## src/rtl/bist_sup_pkg.sv

```systemverilog
package bist_sup_pkg;

  typedef enum logic [2:0] {
    U_IDLE  = 3'd0,
    U_INIT  = 3'd1,
    U_START = 3'd2,
    U_RUN   = 3'd3,
    U_REQ   = 3'd4
  } unit_st_e;

  // A zero-length test still occupies one slot.
  function automatic int unsigned eff_slots(input int unsigned len);
    return (len == 0) ? 1 : len;
  endfunction

  // Number of cycles a test spends in the running state.
  function automatic int unsigned run_cycles(input int unsigned len,
                                             input int unsigned slot_cycles);
    return eff_slots(len) * slot_cycles;
  endfunction

endpackage

```

## src/rtl/sup_sched_store.sv

```systemverilog
module sup_sched_store #(
  parameter int MAX_ENTRIES = 8,
  parameter int UNIT_W      = 3,
  parameter int LEN_W       = 6,
  parameter int SLOT_W      = 8,
  localparam int IDX_W      = $clog2(MAX_ENTRIES)
) (
  input  logic              clk,
  input  logic              rst_n,
  input  logic              we,
  input  logic [IDX_W-1:0]  waddr,
  input  logic [UNIT_W-1:0] wunit,
  input  logic [LEN_W-1:0]  wlen,
  input  logic [SLOT_W-1:0] wslot,
  input  logic [IDX_W-1:0]  raddr,
  output logic [UNIT_W-1:0] runit,
  output logic [LEN_W-1:0]  rlen,
  output logic [SLOT_W-1:0] rslot
);

  logic [UNIT_W-1:0] unit_a [MAX_ENTRIES];
  logic [LEN_W-1:0]  len_a  [MAX_ENTRIES];
  logic [SLOT_W-1:0] slot_a [MAX_ENTRIES];

  for (genvar e = 0; e < MAX_ENTRIES; e++) begin : g_row
    always_ff @(posedge clk or negedge rst_n) begin
      if (!rst_n) begin
        unit_a[e] <= '0;
        len_a[e]  <= '0;
        slot_a[e] <= '0;
      end else if (we && (waddr == IDX_W'(e))) begin
        unit_a[e] <= wunit;
        len_a[e]  <= wlen;
        slot_a[e] <= wslot;
      end
    end
  end

  assign runit = unit_a[raddr];
  assign rlen  = len_a[raddr];
  assign rslot = slot_a[raddr];

endmodule

```

## src/rtl/sup_slot_timer.sv

```systemverilog
module sup_slot_timer #(
  parameter int SLOT_CYCLES = 4,
  parameter int SLOT_W      = 8,
  localparam int PH_W       = (SLOT_CYCLES > 1) ? $clog2(SLOT_CYCLES) : 1
) (
  input  logic              clk,
  input  logic              rst_n,
  input  logic              clear,
  input  logic              run,
  output logic [SLOT_W-1:0] slot_now
);

  logic [PH_W-1:0] phase;
  logic            slot_wrap;
  logic            slot_sat;

  assign slot_wrap = (phase == PH_W'(SLOT_CYCLES - 1));
  assign slot_sat  = (slot_now == {SLOT_W{1'b1}});

  always_ff @(posedge clk or negedge rst_n) begin
    if (!rst_n) begin
      phase    <= '0;
      slot_now <= '0;
    end else if (clear) begin
      phase    <= '0;
      slot_now <= '0;
    end else if (run) begin
      if (slot_wrap) begin
        phase <= '0;
        if (!slot_sat) slot_now <= slot_now + 1'b1;
      end else begin
        phase <= phase + 1'b1;
      end
    end
  end

  AST_SLOT_STEP: assert property (@(posedge clk) disable iff (!rst_n)
    run && !clear |=> (slot_now == $past(slot_now)) ||
                      (slot_now == $past(slot_now) + 1'b1));

endmodule

```

## src/rtl/sup_unit_ctrl.sv

```systemverilog
module sup_unit_ctrl
  import bist_sup_pkg::*;
#(
  parameter int LEN_W       = 6,
  parameter int SLOT_CYCLES = 4,
  parameter int TMO_W       = 8,
  localparam int CNT_W      = LEN_W + $clog2(SLOT_CYCLES + 1) + 1
) (
  input  logic             clk,
  input  logic             rst_n,
  input  logic             launch,
  input  logic [LEN_W-1:0] len,
  input  logic [TMO_W-1:0] tmo_limit,
  input  logic             rvalid,
  input  logic             rpass,
  output logic             idle,
  output logic             init_o,
  output logic             start_o,
  output logic             req_o,
  output logic             result_ev,
  output logic             result_fail
);

  unit_st_e         st;
  logic [LEN_W-1:0] len_q;
  logic [CNT_W-1:0] cnt;
  logic [TMO_W-1:0] tcnt;
  logic             tmo_hit;

  assign idle    = (st == U_IDLE);
  assign init_o  = (st == U_INIT);
  assign start_o = (st == U_START);
  assign req_o   = (st == U_REQ);
  assign tmo_hit = req_o && !rvalid && (tcnt == tmo_limit);

  assign result_ev   = req_o && (rvalid || tmo_hit);
  assign result_fail = rvalid ? !rpass : 1'b1;

  always_ff @(posedge clk or negedge rst_n) begin
    if (!rst_n) begin
      st    <= U_IDLE;
      len_q <= '0;
      cnt   <= '0;
      tcnt  <= '0;
    end else begin
      unique case (st)
        U_IDLE: if (launch) begin
          len_q <= len;
          st    <= U_INIT;
        end
        U_INIT:  st <= U_START;
        U_START: begin
          cnt <= CNT_W'(run_cycles(32'(len_q), SLOT_CYCLES));
          st  <= U_RUN;
        end
        U_RUN: begin
          if (cnt <= CNT_W'(1)) begin
            tcnt <= '0;
            st   <= U_REQ;
          end else begin
            cnt <= cnt - 1'b1;
          end
        end
        U_REQ: begin
          if (result_ev) st <= U_IDLE;
          else           tcnt <= tcnt + 1'b1;
        end
        default: st <= U_IDLE;
      endcase
    end
  end

  AST_START_AFTER_INIT: assert property (@(posedge clk) disable iff (!rst_n)
    init_o |=> start_o && !init_o);
  AST_CMD_EXCLUSIVE: assert property (@(posedge clk) disable iff (!rst_n)
    $onehot0({init_o, start_o, req_o}));
  AST_NO_LAUNCH_BUSY: assert property (@(posedge clk) disable iff (!rst_n)
    launch |-> idle);
  AST_REQ_HELD: assert property (@(posedge clk) disable iff (!rst_n)
    req_o && !rvalid && (tcnt != tmo_limit) |=> req_o);
  AST_REQ_DROPS: assert property (@(posedge clk) disable iff (!rst_n)
    result_ev |=> !req_o);
  AST_TMO_BOUND: assert property (@(posedge clk) disable iff (!rst_n)
    req_o |-> tcnt <= tmo_limit);

endmodule

```

## src/rtl/bist_sched_supervisor.sv

```systemverilog
module bist_sched_supervisor
  import bist_sup_pkg::*;
#(
  parameter int NUM_UNITS   = 8,
  parameter int MAX_ENTRIES = 8,
  parameter int LEN_W       = 6,
  parameter int SLOT_W      = 8,
  parameter int SLOT_CYCLES = 4,
  parameter int TMO_W       = 8,
  localparam int UNIT_W     = $clog2(NUM_UNITS),
  localparam int IDX_W      = $clog2(MAX_ENTRIES),
  localparam int PTR_W      = IDX_W + 1
) (
  input  logic                 clk,
  input  logic                 rst_n,
  input  logic                 cfg_we,
  input  logic [IDX_W-1:0]     cfg_idx,
  input  logic [UNIT_W-1:0]    cfg_unit,
  input  logic [LEN_W-1:0]     cfg_len,
  input  logic [SLOT_W-1:0]    cfg_slot,
  input  logic [PTR_W-1:0]     run_entries,
  input  logic [TMO_W-1:0]     resp_timeout,
  input  logic                 go,
  output logic [NUM_UNITS-1:0] unit_init,
  output logic [NUM_UNITS-1:0] unit_start,
  output logic [NUM_UNITS-1:0] unit_req,
  input  logic [NUM_UNITS-1:0] unit_rvalid,
  input  logic [NUM_UNITS-1:0] unit_pass,
  output logic                 busy,
  output logic                 done,
  output logic [NUM_UNITS-1:0] fail_vec
);

  logic                 running;
  logic [PTR_W-1:0]     ptr;
  logic [PTR_W-1:0]     count_q;
  logic [TMO_W-1:0]     tmo_q;
  logic [SLOT_W-1:0]    slot_now;
  logic [UNIT_W-1:0]    cur_unit;
  logic [LEN_W-1:0]     cur_len;
  logic [SLOT_W-1:0]    cur_slot;
  logic                 go_acc;
  logic                 rows_left;
  logic                 slot_ready;
  logic                 cur_idle;
  logic                 launch_any;
  logic                 all_idle;
  logic                 sched_finish;
  logic [NUM_UNITS-1:0] unit_idle;
  logic [NUM_UNITS-1:0] unit_launch;
  logic [NUM_UNITS-1:0] res_ev;
  logic [NUM_UNITS-1:0] res_fail;
  logic [PTR_W-1:0]     count_clamped;

  assign go_acc        = go && !running;
  assign count_clamped = (run_entries > PTR_W'(MAX_ENTRIES)) ?
                         PTR_W'(MAX_ENTRIES) : run_entries;

  sup_sched_store #(
    .MAX_ENTRIES(MAX_ENTRIES), .UNIT_W(UNIT_W), .LEN_W(LEN_W), .SLOT_W(SLOT_W)
  ) u_store (
    .clk   (clk),
    .rst_n (rst_n),
    .we    (cfg_we && !running),
    .waddr (cfg_idx),
    .wunit (cfg_unit),
    .wlen  (cfg_len),
    .wslot (cfg_slot),
    .raddr (ptr[IDX_W-1:0]),
    .runit (cur_unit),
    .rlen  (cur_len),
    .rslot (cur_slot)
  );

  sup_slot_timer #(.SLOT_CYCLES(SLOT_CYCLES), .SLOT_W(SLOT_W)) u_timer (
    .clk      (clk),
    .rst_n    (rst_n),
    .clear    (go_acc),
    .run      (running),
    .slot_now (slot_now)
  );

  always_comb begin
    cur_idle = 1'b0;
    for (int u = 0; u < NUM_UNITS; u++)
      if (cur_unit == UNIT_W'(u)) cur_idle = unit_idle[u];
  end

  assign rows_left    = (ptr < count_q);
  assign slot_ready   = (cur_slot <= slot_now);
  assign launch_any   = running && rows_left && slot_ready && cur_idle;
  assign all_idle     = &unit_idle;
  assign sched_finish = running && !rows_left && all_idle;

  for (genvar u = 0; u < NUM_UNITS; u++) begin : g_unit
    assign unit_launch[u] = launch_any && (cur_unit == UNIT_W'(u));

    sup_unit_ctrl #(
      .LEN_W(LEN_W), .SLOT_CYCLES(SLOT_CYCLES), .TMO_W(TMO_W)
    ) u_ctrl (
      .clk         (clk),
      .rst_n       (rst_n),
      .launch      (unit_launch[u]),
      .len         (cur_len),
      .tmo_limit   (tmo_q),
      .rvalid      (unit_rvalid[u]),
      .rpass       (unit_pass[u]),
      .idle        (unit_idle[u]),
      .init_o      (unit_init[u]),
      .start_o     (unit_start[u]),
      .req_o       (unit_req[u]),
      .result_ev   (res_ev[u]),
      .result_fail (res_fail[u])
    );
  end

  always_ff @(posedge clk or negedge rst_n) begin
    if (!rst_n) begin
      running  <= 1'b0;
      ptr      <= '0;
      count_q  <= '0;
      tmo_q    <= '0;
      done     <= 1'b0;
      fail_vec <= '0;
    end else if (go_acc) begin
      running  <= 1'b1;
      ptr      <= '0;
      count_q  <= count_clamped;
      tmo_q    <= resp_timeout;
      done     <= 1'b0;
      fail_vec <= '0;
    end else if (running) begin
      if (launch_any) ptr <= ptr + 1'b1;
      fail_vec <= fail_vec | (res_ev & res_fail);
      if (sched_finish) begin
        running <= 1'b0;
        done    <= 1'b1;
      end
    end
  end

  assign busy = running;

  AST_DONE_QUIET: assert property (@(posedge clk) disable iff (!rst_n)
    done |-> (unit_init == '0) && (unit_start == '0) && (unit_req == '0));
  AST_DONE_NOT_BUSY: assert property (@(posedge clk) disable iff (!rst_n)
    !(done && busy));
  AST_PTR_BOUND: assert property (@(posedge clk) disable iff (!rst_n)
    ptr <= count_q);
  AST_ONE_INIT: assert property (@(posedge clk) disable iff (!rst_n)
    $onehot0(unit_init));
  AST_FAIL_STICKY: assert property (@(posedge clk) disable iff (!rst_n)
    busy && $past(busy) |-> ((fail_vec & $past(fail_vec)) == $past(fail_vec)));

endmodule

```

## config.mk

```make
export PLATFORM = sky130hd
export DESIGN_NAME = bist_sched_supervisor
export DESIGN_NICKNAME = d
export VERILOG_FILES = /design/src/rtl/bist_sup_pkg.sv /design/src/rtl/sup_sched_store.sv /design/src/rtl/sup_slot_timer.sv /design/src/rtl/sup_unit_ctrl.sv /design/src/rtl/bist_sched_supervisor.sv
export SDC_FILE = /design/constraint.sdc
export NUM_CORES = 1
export LEC_CHECK = 0
export BUFFER_PORTS_ARGS = -buffer_cell sky130_fd_sc_hd__buf_2
export CORE_MARGIN = 5
export CORE_UTILIZATION = 62
export DETAILED_ROUTE_END_ITERATION = 8
export PLACE_DENSITY = 0.82
export SKIP_CTS_REPAIR_TIMING = 1
export SLEW_MARGIN = 10
export SYNTH_ARGS = -nofsm -noshare
export SYNTH_HDL_FRONTEND = slang
export SYNTH_SLANG_ARGS = --single-unit
```

## constraint.sdc

```tcl
create_clock -name clk -period 5.1 [get_ports clk]
set_input_delay 0.255 -clock clk [delete_from_list [all_inputs] [get_ports clk]]
set_output_delay 0.255 -clock clk [all_outputs]
set_load 0.01 [all_outputs]
```

* Word-level counts from Yosys, hierarchy flattened
Cells that the tools add are included.
** Operators by class
- Add/subtract/negate cells :: 19
- $lt $le $gt $ge :: 12
- Equality and inequality tests :: 97
- Muxes and demuxes :: 124
- Bitwise gates (word level) :: 3
- Reduce and logical (&&, ||, !) cells :: 147
** Operators with widths (number)
- two-way mux 8 bit :: 24
- case mux 10 bit (2 select lines) :: 8
- case mux 8 bit (2 select lines) :: 8
- case mux 3 bit (5 select lines) :: 8
- less-or-equal comparator 10 x 1 -> 1 bit (second input constant) :: 8
- two-way mux 10 bit :: 8
- subtractor 10 x 1 -> 10 bit (second input constant) :: 8
- two-way mux 3 bit :: 26
- adder 8 x 1 -> 8 bit (second input constant) :: 9
- equality test 8 bit :: 8
- equality test 3 x 2 -> 1 bit (second input constant) :: 20
- two-way mux 6 bit :: 10
- AND reduction 3 bit :: 17
- inequality test 2 bit (second input constant) :: 25
- equality test 3 bit (second input constant) :: 16
- zero test 6 bit :: 8
- logical AND 1 bit :: 47
- nonzero test 2 bit :: 20
- AND reduction 2 bit :: 18
- inequality test 2 x 1 -> 1 bit (second input constant) :: 16
- equality test 3 x 1 -> 1 bit (second input constant) :: 10
- zero test 3 bit :: 10
- binary-select mux 8 bit (select 3 bit) :: 1
- two-way mux 1 bit :: 22
- other kinds (18) :: 47
** Word-level totals
- Bits in registers :: 388
- Input bits :: 52
- Output and inout port bits :: 34
- Logic and storage cells :: 466

* Logic depth before layout (Yosys ltp)
Gate-level depths: netlist of the first run.
- Depth in word-level cells :: 17
- Depth in mapped cells :: 12

* By module
Synthesis of the first run repeated with hierarchy kept, for this count alone.
** Second synthesis, totals
- Cell total of the unflattened synthesis :: 1887
- Area, all modules :: 21433.1 um2
** Modules (own cells, without submodules)
- sup_unit_ctrl at g_unit[0].u_ctrl ... :: times used 7, cells each 166, area an instance 1640.3 um2, sequential area each 675.6 um2
- sup_sched_store :: times used 1, cells each 356, area an instance 6304.8 um2, sequential area each 3403.3 um2
- bist_sched_supervisor :: times used 1, cells each 155, area an instance 1564.0 um2, sequential area each 650.6 um2
- sup_unit_ctrl at g_unit[7].u_ctrl :: times used 1, cells each 162, area an instance 1541.5 um2, sequential area each 675.6 um2
- sup_slot_timer :: times used 1, cells each 52, area an instance 540.5 um2, sequential area each 250.2 um2

* Least setup slack after synthesis of the first run
Ideal clock, no wire load.
- Path type :: reg-to-reg
- Start point :: register ptr[0]
- End point :: register g_unit[7].u_ctrl.len_q[0]
- Library setup time :: 128 ps
- Data arrival time :: 4005 ps
- Slack :: 968 ps
- Cell stages (with the launch flop) :: 13
- Path buffers :: 3
- Cell sequence :: dfrtp_1 buf_6 buf_1 buf_2 mux4_2 mux2_2 ha_1 nor2b_1 o211ai_1 a21oi_1 nor3_2 nand4_4 mux2_1
** Between the ends
- Cells in the longest elaborated chain, start to end :: 16
- Elaborated cells on any way between the ends :: 33
** Ends and longest elaborated chain
- from (decl) :: RTL line bist_sched_supervisor.sv:35 : logic [PTR_W-1:0] ptr;
- from (signal assigned) :: RTL line bist_sched_supervisor.sv:133 : if (launch_any) ptr <= ptr + 1'b1;
- inverter 3 -> 4 bit (implied by the code) :: RTL line sup_sched_store.sv:39, sup_sched_store.sv:40, sup_sched_store.sv:41
- binary-select mux 3 bit (select 3 bit) :: RTL line sup_sched_store.sv:39 : assign runit = unit_a[raddr];
- two-way mux 3 bit (implied by the code) (2 in a row) :: RTL line sup_sched_store.sv:39
- zero test 3 bit :: RTL line bist_sched_supervisor.sv:86 : if (cur_unit == UNIT_W'(u)) cur_idle = unit_idle[u];
- two-way mux 1 bit (8 in a row) :: RTL line bist_sched_supervisor.sv:86
- logical AND 1 bit :: RTL line bist_sched_supervisor.sv:91 : assign launch_any = running && rows_left && slot_ready && cur_idle;
- logical AND 1 bit :: RTL line bist_sched_supervisor.sv:96 : assign unit_launch[u] = launch_any && (cur_unit == UNIT_W'(u));
- AND reduction 2 bit (no source line)
- to (signal assigned) :: RTL line sup_unit_ctrl.sv:48 : len_q <= len;
- to (decl) :: RTL line sup_unit_ctrl.sv:25 : logic [LEN_W-1:0] len_q;
Parallel ways exist; a longest one is shown, timed or not. The select of a mux whose other input is x is not followed.
A chain may end at the register's enable or synchronous reset.

* Final worst setup path of the first run
- Start point :: register ptr[0]
- End point :: register g_unit[0].u_ctrl.len_q[3]
** Between the ends
- Cells in the longest elaborated chain, start to end :: 16
- Elaborated cells on any way between the ends :: 33
** Ends and longest elaborated chain (RTL line)
- inverter 3 -> 4 bit (implied by the code) :: sup_sched_store.sv:39, sup_sched_store.sv:40, sup_sched_store.sv:41
- binary-select mux 3 bit (select 3 bit) :: sup_sched_store.sv:39
- two-way mux 3 bit (implied by the code) (2 in a row) :: sup_sched_store.sv:39
- zero test 3 bit :: bist_sched_supervisor.sv:86, bist_sched_supervisor.sv:96
- two-way mux 1 bit (8 in a row) :: bist_sched_supervisor.sv:86
- logical AND 1 bit :: bist_sched_supervisor.sv:91
- logical AND 1 bit :: bist_sched_supervisor.sv:96
- AND reduction 2 bit (no source line)
- to (signal assigned) :: sup_unit_ctrl.sv:48
- to (decl) :: sup_unit_ctrl.sv:25
Parallel ways exist; a longest one is shown, timed or not. The select of a mux whose other input is x is not followed.

==> flow_summary.yaml, run 1 <==
final_layout:
  drive_above_1_share_pct: 21.59
  area_delta_synth_final_pct: 10.74
  nFillCells: 2199
  nNetsFinal: 1986
  layout.cells.non_filler: 2331
  final_area_um2: 22090
synthesis:
  syn_area_um2: 19950
  seq_area_frac_synth_pct: 48.67
  synth_compound_area_share_pct: 9.984
  synth_edf_count: 0
  synthXorXnorAreaFrac_pct: 4.873
  ys_warn_count: 0
  syn_area_per_cell_um2: 10.88
  ys_ff_latch: 388
  synthAdderAreaFrac_pct: 2.383
  synth.net_count: 1923
  synth_cells: 1833
  ys.flop_type: "dfrtp_1"
  synth-simple-area-share_pct: 14.77
  synth_top_family_by_area: "multiplexers"
  synthMuxAreaShare_pct: 15.80
  async_flop_share_pct: 100.0
  ys_types: 66
power:
  p_leak_uw: 0.01051
  max-vdd-ir-drop_uv: 336.1
  p_per_area_nw_per_um2: 563.9
  total_power_uw: 12460
worst_setup_path:
  worstPathArrival_ps: 4520
  crit_fanout: 27
  path_common_cell: "mux2_2"
  reg2reg_depth: 9
  crit_path_top_delay_cell: "dfrtp_2"
  path_class: "flop to flop"
  startpoint_type: "flop"
  crit_chain: "mux4_2 > mux2_2 > ha_1 > nor2b_1 > o211ai_1 > a21oi_1 > nor4b_4 > nand3_1 > mux2_2"
  slowest_delay_ps: 900
  required_ps: 5510
  critPathCaptureType: "flop"
die:
  row_count: 65
  start_util_pct: 63.06
  ioPinCount: 86
  die_area_um2: 35860
  fp.dieH_um: 189.4
  fp.dieW_um: 189.4
  coreArea_um2: 31640
clock_network:
  clkLatencyLatePin_ps: 540
  cts_max_path_buffers: 3
  clk_pin_slew_worst_paths_ps: 60
  h-tree-depth: 2
  cts_sinks: 388
  cts_tree: "done"
  root_buffer: "clkbuf_16"
  numCtsBuffers: 41
timing:
  worst_pin_slew_ps: 1210
  whs_ps: 20.21
  hold_violations: 0
  fin_crit_sh_pct: 80.73
  clock-skew-final_ps: 22.22
  tns_ps: 0
  slew_viol_final: 0
  max_slew_margin_pct: 19.07
  rsz0062_at_grt: "false"
  setup_viol: 0
  max_freq_mhz: 242.9
  period_minus_slack_ps: 4117
route:
  routedWlPerCell_um: 20.39
  dr.pass1.iters: 5
  wl_um: 47530
  vias_per_cell: 6.344
  drc: 0
  ant_nets: 0
  vias: 14787
  first_iter_violations: 1109
global_route:
  grt_pass1_wl_um: 77670
  grt_usage_pct: 26.46
  grt_pass1_vias: 15054
  grt_start_max_net_pins: 115
  grt-ovfl-total: 0
  grt_antenna_before_repair: 2
place:
  dp_hpwl_um: 31530
  place_area_um2: 20610
  numPortBuffers: 85
  gp_congestion: 0.8740
  place_inst: 2246
outcome:
  status: "complete, no violations"
hold_path:
  min_path_type: "input pin to flop"
  holdPathStages: 3
flow_run:
  drv_cap: 0
[Yosys cell counts, types with 11 or more instances]
cell type,number,area share (%)
a21oi_1,94,2.4
and2_1,14,0.44
buf_4,24,0.90
clkbuf_1,52,0.98
dfrtp_1,388,49
ha_1,38,2.4
inv_1,68,1.3
mux2_2,189,11
mux4_2,34,3.8
nand2_1,113,2.1
nand2b_1,17,0.53
nand3_1,35,0.88
nand3b_1,16,0.60
nor2_1,167,3.1
nor3_1,47,1.2
nor3b_1,22,0.83
nor4_1,45,1.4
o2111ai_1,16,0.70
o211ai_1,12,0.45
o21ai_0,107,2.7
o22a_1,11,0.48
o22ai_1,12,0.38
or3_1,27,0.85
or4_1,19,0.71
xnor2_1,21,0.92
xor2_1,90,4.0
[cell families after synthesis]
group / Yosys count
mux: 245
xor+xnor: 111
simple gates: 571
compound gates: 322
fa+ha+maj: 38
flops: 388
buf+inv: 158
[flip-flops by register name, indices dropped and copies added, names as in the netlist]
signal               flops
g_unit.u_ctrl.st        24
g_unit.u_ctrl.cnt       80
u_store.slot_a          64
g_unit.u_ctrl.tcnt      64
u_timer.phase            2
u_store.len_a           48
u_timer.slot_now         8
fail_vec                 8
count_q                  4
done                     1
tmo_q                    8
g_unit.u_ctrl.len_q     48
ptr                      4
busy                     1
u_store.unit_a          24
[layer usage]
layer  track usage (%)  up-vias  wire (um)
met2             45.05      524      23590
met1             34.86     7395      19660
met5                 0        -         18
met4             8.792        2       1486
met3             4.443      113       2775
li1                  -     6753          -
[path summary, 6_finish.rpt]
check | start | end | slack (ps)
worst min register to register | fail_vec[0] | fail_vec[0] | 480
worst max register to register | ptr[0] | g_unit[0].u_ctrl.len_q[3] | 980
min in group asynchronous | rst_n | g_unit[2].u_ctrl.tcnt[2] | 400
worst max-delay path | ptr[0] | g_unit[0].u_ctrl.len_q[3] | 980
max in group asynchronous | rst_n | ptr[0] | 3550
worst min-delay path | run_entries[3] | count_q[3] | 20
[cell usage in the layout, fill, tap and decap left out, types with 13 or more instances in the layout]
cell type	instances
a21oi_1	94
and2_1	14
buf_2	84
buf_4	14
clkbuf_16	43
clkbuf_8	13
dfrtp_1	387
ha_1	38
inv_1	68
mux2_2	189
mux4_2	34
nand2_1	113
nand2b_1	17
nand3_1	35
nand3b_1	16
nor2_1	167
nor3_1	47
nor3b_1	20
nor4_1	45
o2111ai_1	16
o21ai_0	107
or3_1	27
or4_1	19
xnor2_1	21
xor2_1	90
[stage by stage]
step | util [%] | setup slack [ps]
after floorplan | - | 967.8
after global placement | 65.14 | 1152
after detailed placement | 65.14 | 1083
after CTS | 69.53 | 954.1
after global routing | 69.82 | 803.0
final | 69.83 | 982.7
[layout make-up]
class	instances	area [um2]	area share [%]
inverters	68	255.2	1.155
flip-flops and latches	388	9711	43.95
clock inverters	9	101.3	0.4587
repair buffers	110	670.6	3.036
clock buffers	65	1289	5.833
multi-input cells	1287	9558	43.26
well taps	402	503.0	2.277
diodes	2	5.005	0.02265
[critical path, delay by kind of cell (launching register included)]
kind,cells,cell delay (ps)
flip-flops,1,900
multiplexers,3,1290
AO/OA/AOI/OAI,2,420
adder cells (fa/ha/maj),1,300
AND/OR/NAND/NOR,3,1050
[power breakdown]
part           leakage, uW  switching (uW)  internal, uW
clock network     0.000686            1200          1830
logic              0.00464            2640          1900
registers          0.00518            1030          3850
(Power assumes the default switching activity.)
==> inputs of run 2 (changes only) <==
Clock period 5.1 ns to 4 ns, I/O delays scaled along.
==> flow_summary.yaml, run 2 (same netlist as run 1, synthesis figures left out) <==
die:
  coreArea_um2: 31640
  row_count: 65
  start_util_pct: 63.06
  fp.dieH_um: 189.4
  ioPinCount: 86
  fp.dieW_um: 189.4
  die_area_um2: 35860
worst_setup_path:
  crit_chain: "mux4_2 > mux2_2 > ha_1 > nor2b_1 > o211ai_1 > a21oi_1 > nor4b_4 > nand4_1 > mux2_2"
  crit_path_top_delay_cell: "dfrtp_4"
  required_ps: 4420
  critPathCaptureType: "flop"
  worstPathArrival_ps: 4210
  path_class: "flop to flop"
  crit_fanout: 18
  slowest_delay_ps: 660
  path_common_cell: "mux2_2"
  startpoint_type: "flop"
final_layout:
  reg.largest.list: "g_unit.u_ctrl.cnt (80), g_unit.u_ctrl.tcnt (64), u_store.slot_a (64)"
  final_area_um2: 22210
  mostFrequentLayoutCells: "dfrtp_1 (387), mux2_2 (189), nor2_1 (167)"
  layout.cells.non_filler: 2342
  final_common_cell: "dfrtp_1"
  top_register: "g_unit.u_ctrl.cnt"
  nNetsFinal: 1997
  nFillCells: 2145
  largest_reg_flops: 80
  area_delta_synth_final_pct: 11.31
  drive_above_1_share_pct: 21.97
route:
  m1WireLength_um: 19820
  route.met2.wl_um: 23310
  dr.pass1.iters: 5
  wl_met3_um: 2633
  first_iter_violations: 1189
  ant_nets: 0
  routedWlPerCell_um: 20.21
  vias: 15030
  routed.top_layer: "met5"
  drc: 0
  wl_um: 47330
  vias_per_cell: 6.418
clock_network:
  root_buffer: "clkbuf_16"
  cts_max_path_buffers: 3
  h-tree-depth: 2
  cts_tree: "done"
  clk_pin_slew_worst_paths_ps: 60
  numCtsBuffers: 41
  clkLatencyLatePin_ps: 530
  cts_sinks: 388
timing:
  clock-skew-final_ps: 18.36
  setup_viol: 0
  worst_pin_slew_ps: 1171
  worst_slack_ps: 207.0
  max_freq_mhz: 263.6
  max_slew_margin_pct: 21.61
  slew_viol_final: 0
  fin_crit_sh_pct: 94.83
  period_minus_slack_ps: 3793
  hold_violations: 0
  rsz0062_at_grt: "false"
place:
  dp_hpwl_um: 31580
  place_worst_setup_slack_ps: 50.53
  place_area_um2: 20670
  place_inst: 2253
  gp_congestion: 0.8992
  numPortBuffers: 85
power:
  p_per_area_nw_per_um2: 718.1
  p_leak_uw: 0.01057
  max-vdd-ir-drop_uv: 397.9
global_route:
  grt_usage_pct: 26.27
  grt_pass1_vias: 15373
  grt_antenna_before_repair: 2
  grt_start_max_net_pins: 107
  grt-ovfl-total: 0
  grt_pass1_wl_um: 77790
flow_run:
  drv_cap: 0
hold_path:
  min_path_type: "input pin to flop"
outcome:
  status: "complete, no violations"
## run 2: cell count changes in the layout (fill, tap and decap cells not counted), moves of 2 or more
cell           delta
buf_4             +6
dlygate4sd3_1     +4
clkbuf_1          -2
clkinv_2          +4
clkbuf_8          -4
## run 2: per-layer routing
| layer | GRT usage, % | up-vias |
|---|---|---|
| met5 | 0 | - |
| met4 | 9.210 | 2 |
| met3 | 3.540 | 135 |
| met2 | 44.19 | 526 |
| met1 | 35.46 | 7598 |
| li1 | - | 6769 |
## run 2: final cells by class
cell class | count | area [um2] | share of cell area, %
antenna | 1 | 2.502 | 0.01127
sequential | 388 | 9713 | 43.74
timing repair buffer | 121 | 775.7 | 3.493
multi-input combinational | 1287 | 9564 | 43.07
clock inverter | 16 | 167.7 | 0.7550
inverter | 68 | 255.2 | 1.149
clock buffer | 59 | 1226 | 5.521
tap | 402 | 503.0 | 2.265
## run 2: metrics by stage
step / TNS, ps / power (uW) / hold slack, ps / utilization, %
floorplan: 0 / 10290 / -95.59 / -
global placement: 0 / 11610 / 260.9 / 65.34
detailed placement: 0 / 11900 / 260.0 / 65.34
CTS: -15.53 / 15900 / -291.6 / 69.75
global route: 0 / 16940 / 4.794 / 70.20
finish: 0 / 15950 / 2.163 / 70.20
## run 2: worst paths after layout
check | startpoint | endpoint | slack (ps) | cells after the start
worst max-delay path | ptr[0] | g_unit[1].u_ctrl.len_q[2] | 210 | 9
worst min-delay path | cfg_len[2] | u_store.len_a[32] | 2 | 2
worst max register to register | ptr[0] | g_unit[1].u_ctrl.len_q[2] | 210 | 9
worst min register to register | fail_vec[4] | fail_vec[4] | 490 | 1
max in group asynchronous | rst_n | g_unit[3].u_ctrl.cnt[4] | 2570 | 3
min in group asynchronous | rst_n | g_unit[2].u_ctrl.tcnt[4] | 250 | 2
## run 2: critical path: cells and delay by family (launching register included)
family          cells  cell delay, ps
mux                 3            1230
flops               1             660
simple gates        3            1060
fa+ha+maj           1             310
compound gates      2             420
## run 2: report_power, final
| part | total [uW] | switching, uW | internal (uW) |
|---|---|---|---|
| clock | 3900 | 1570 | 2330 |
| combinational | 5940 | 3480 | 2460 |
| sequential | 6110 | 1200 | 4920 |
==> inputs of run 3 (changes only) <==
Clock period 4 ns to 3.97 ns, I/O delays scaled along.
==> flow_summary.yaml, run 3 (same netlist as run 1, synthesis figures left out) <==
outcome:
  status: "complete, but fails checks"
  violations: "negative hold slack"
place:
  dp_hpwl_um: 31180
  place_inst: 2256
  place_area_um2: 20690
  gp_congestion: 0.8923
  numPortBuffers: 85
timing:
  worst_pin_slew_ps: 1152
  rsz0062_at_grt: "true"
  slew_viol_final: 0
  hold_violations: 1
  period_minus_slack_ps: 3925
  whs_ps: -34.57
  max_slew_margin_pct: 22.84
  setup_viol: 0
  clock-skew-final_ps: 10.44
  max_freq_mhz: 254.8
  fin_crit_sh_pct: 98.86
die:
  row_count: 65
  ioPinCount: 86
  fp.dieH_um: 189.4
  die_area_um2: 35860
  coreArea_um2: 31640
  start_util_pct: 63.06
  fp.dieW_um: 189.4
global_route:
  grt_usage_pct: 26.03
  grt_start_max_net_pins: 124
  grt-ovfl-total: 0
  grt_pass1_vias: 14994
  grt_pass1_wl_um: 77060
  grt_antenna_before_repair: 2
worst_setup_path:
  worstPathArrival_ps: 4330
  required_ps: 4380
  path_class: "flop to flop"
  critPathCaptureType: "flop"
  startpoint_type: "flop"
  crit_fanout: 18
  reg2reg_slack_ps: 50
route:
  vias: 14906
  dr.pass1.iters: 5
  first_iter_violations: 1061
  ant_nets: 0
  drc: 0
  wl_um: 46950
  routedWlPerCell_um: 20.07
  vias_per_cell: 6.373
clock_network:
  clkLatencyLatePin_ps: 530
  h-tree-depth: 2
  cts_tree: "done"
  root_buffer: "clkbuf_16"
  cts_max_path_buffers: 3
  numCtsBuffers: 40
  cts_sinks: 388
  clk_pin_slew_worst_paths_ps: 60
final_layout:
  top_register: "g_unit.u_ctrl.cnt"
  post-route-util_pct: 70.24
  area_delta_synth_final_pct: 11.39
  reg.largest.list: "g_unit.u_ctrl.cnt (80), g_unit.u_ctrl.tcnt (64), u_store.slot_a (64)"
  layout.cells.non_filler: 2339
  final_common_cell: "dfrtp_1"
  largest_reg_flops: 80
  mostFrequentLayoutCells: "dfrtp_1 (387), mux2_2 (189), nor2_1 (167)"
  final_area_um2: 22220
  nNetsFinal: 1999
  drive_above_1_share_pct: 22.11
power:
  p_leak_uw: 0.01058
  p_per_area_nw_per_um2: 723.1
  total_power_uw: 16070
  max-vdd-ir-drop_uv: 510.9
hold_path:
  min_path_type: "input pin to flop"
flow_run:
  drv_cap: 0
[run 3: power breakdown]
part | internal [uW] | switching, uW
Combinational | 2500 | 3510
Clock | 2380 | 1540
Sequential | 4960 | 1180
[run 3: area by class of cell]
cell class	count	area (um2)
Timing Repair Buffer	124	795.8
Tap cell	402	503.0
Antenna cell	1	2.502
Clock inverter	9	131.4
Inverter	68	255.2
Clock buffer	60	1257
Multi-Input combinational cell	1287	9564
Sequential cell	388	9713
Fill cell	2132	9414
[run 3: through the flow]
| step | setup TNS [ps] | worst slack, ps |
|---|---|---|
| CTS | -3518 | -173.5 |
| detailed placement | -2.991 | -2.991 |
| finish | 0 | 45.38 |
| global placement | 0 | 161.6 |
| global route | -1448 | -119.4 |
| floorplan | 0 | 81.58 |
[run 3: layer usage]
layer	GRT usage (%)	wire length, um
met2	44.06	22880
met5	0	11
met4	8.570	1647
met3	3.650	2739
met1	35.07	19670
[run 3: worst max-delay path: stages (launching register included)]
cell and delay (ps):
dfrtp_4 650, mux4_2 550, mux2_2 310, ha_1 310
a21oi_1 240, o21ai_0 150, o21a_1 230, nor4b_4 580
nand3_1 390, mux2_2 390
[run 3: worst paths after layout]
check / startpoint / to / cells past startpoint
worst max-delay path: ptr[0] / g_unit[0].u_ctrl.len_q[0] / 9
worst min-delay path: run_entries[2] / count_q[2] / 3
worst max register to register: ptr[0] / g_unit[0].u_ctrl.len_q[0] / 9
worst min register to register: done / done / 1
max in group asynchronous: rst_n / g_unit[4].u_ctrl.cnt[2] / 3
min in group asynchronous: rst_n / g_unit[2].u_ctrl.tcnt[3] / 2
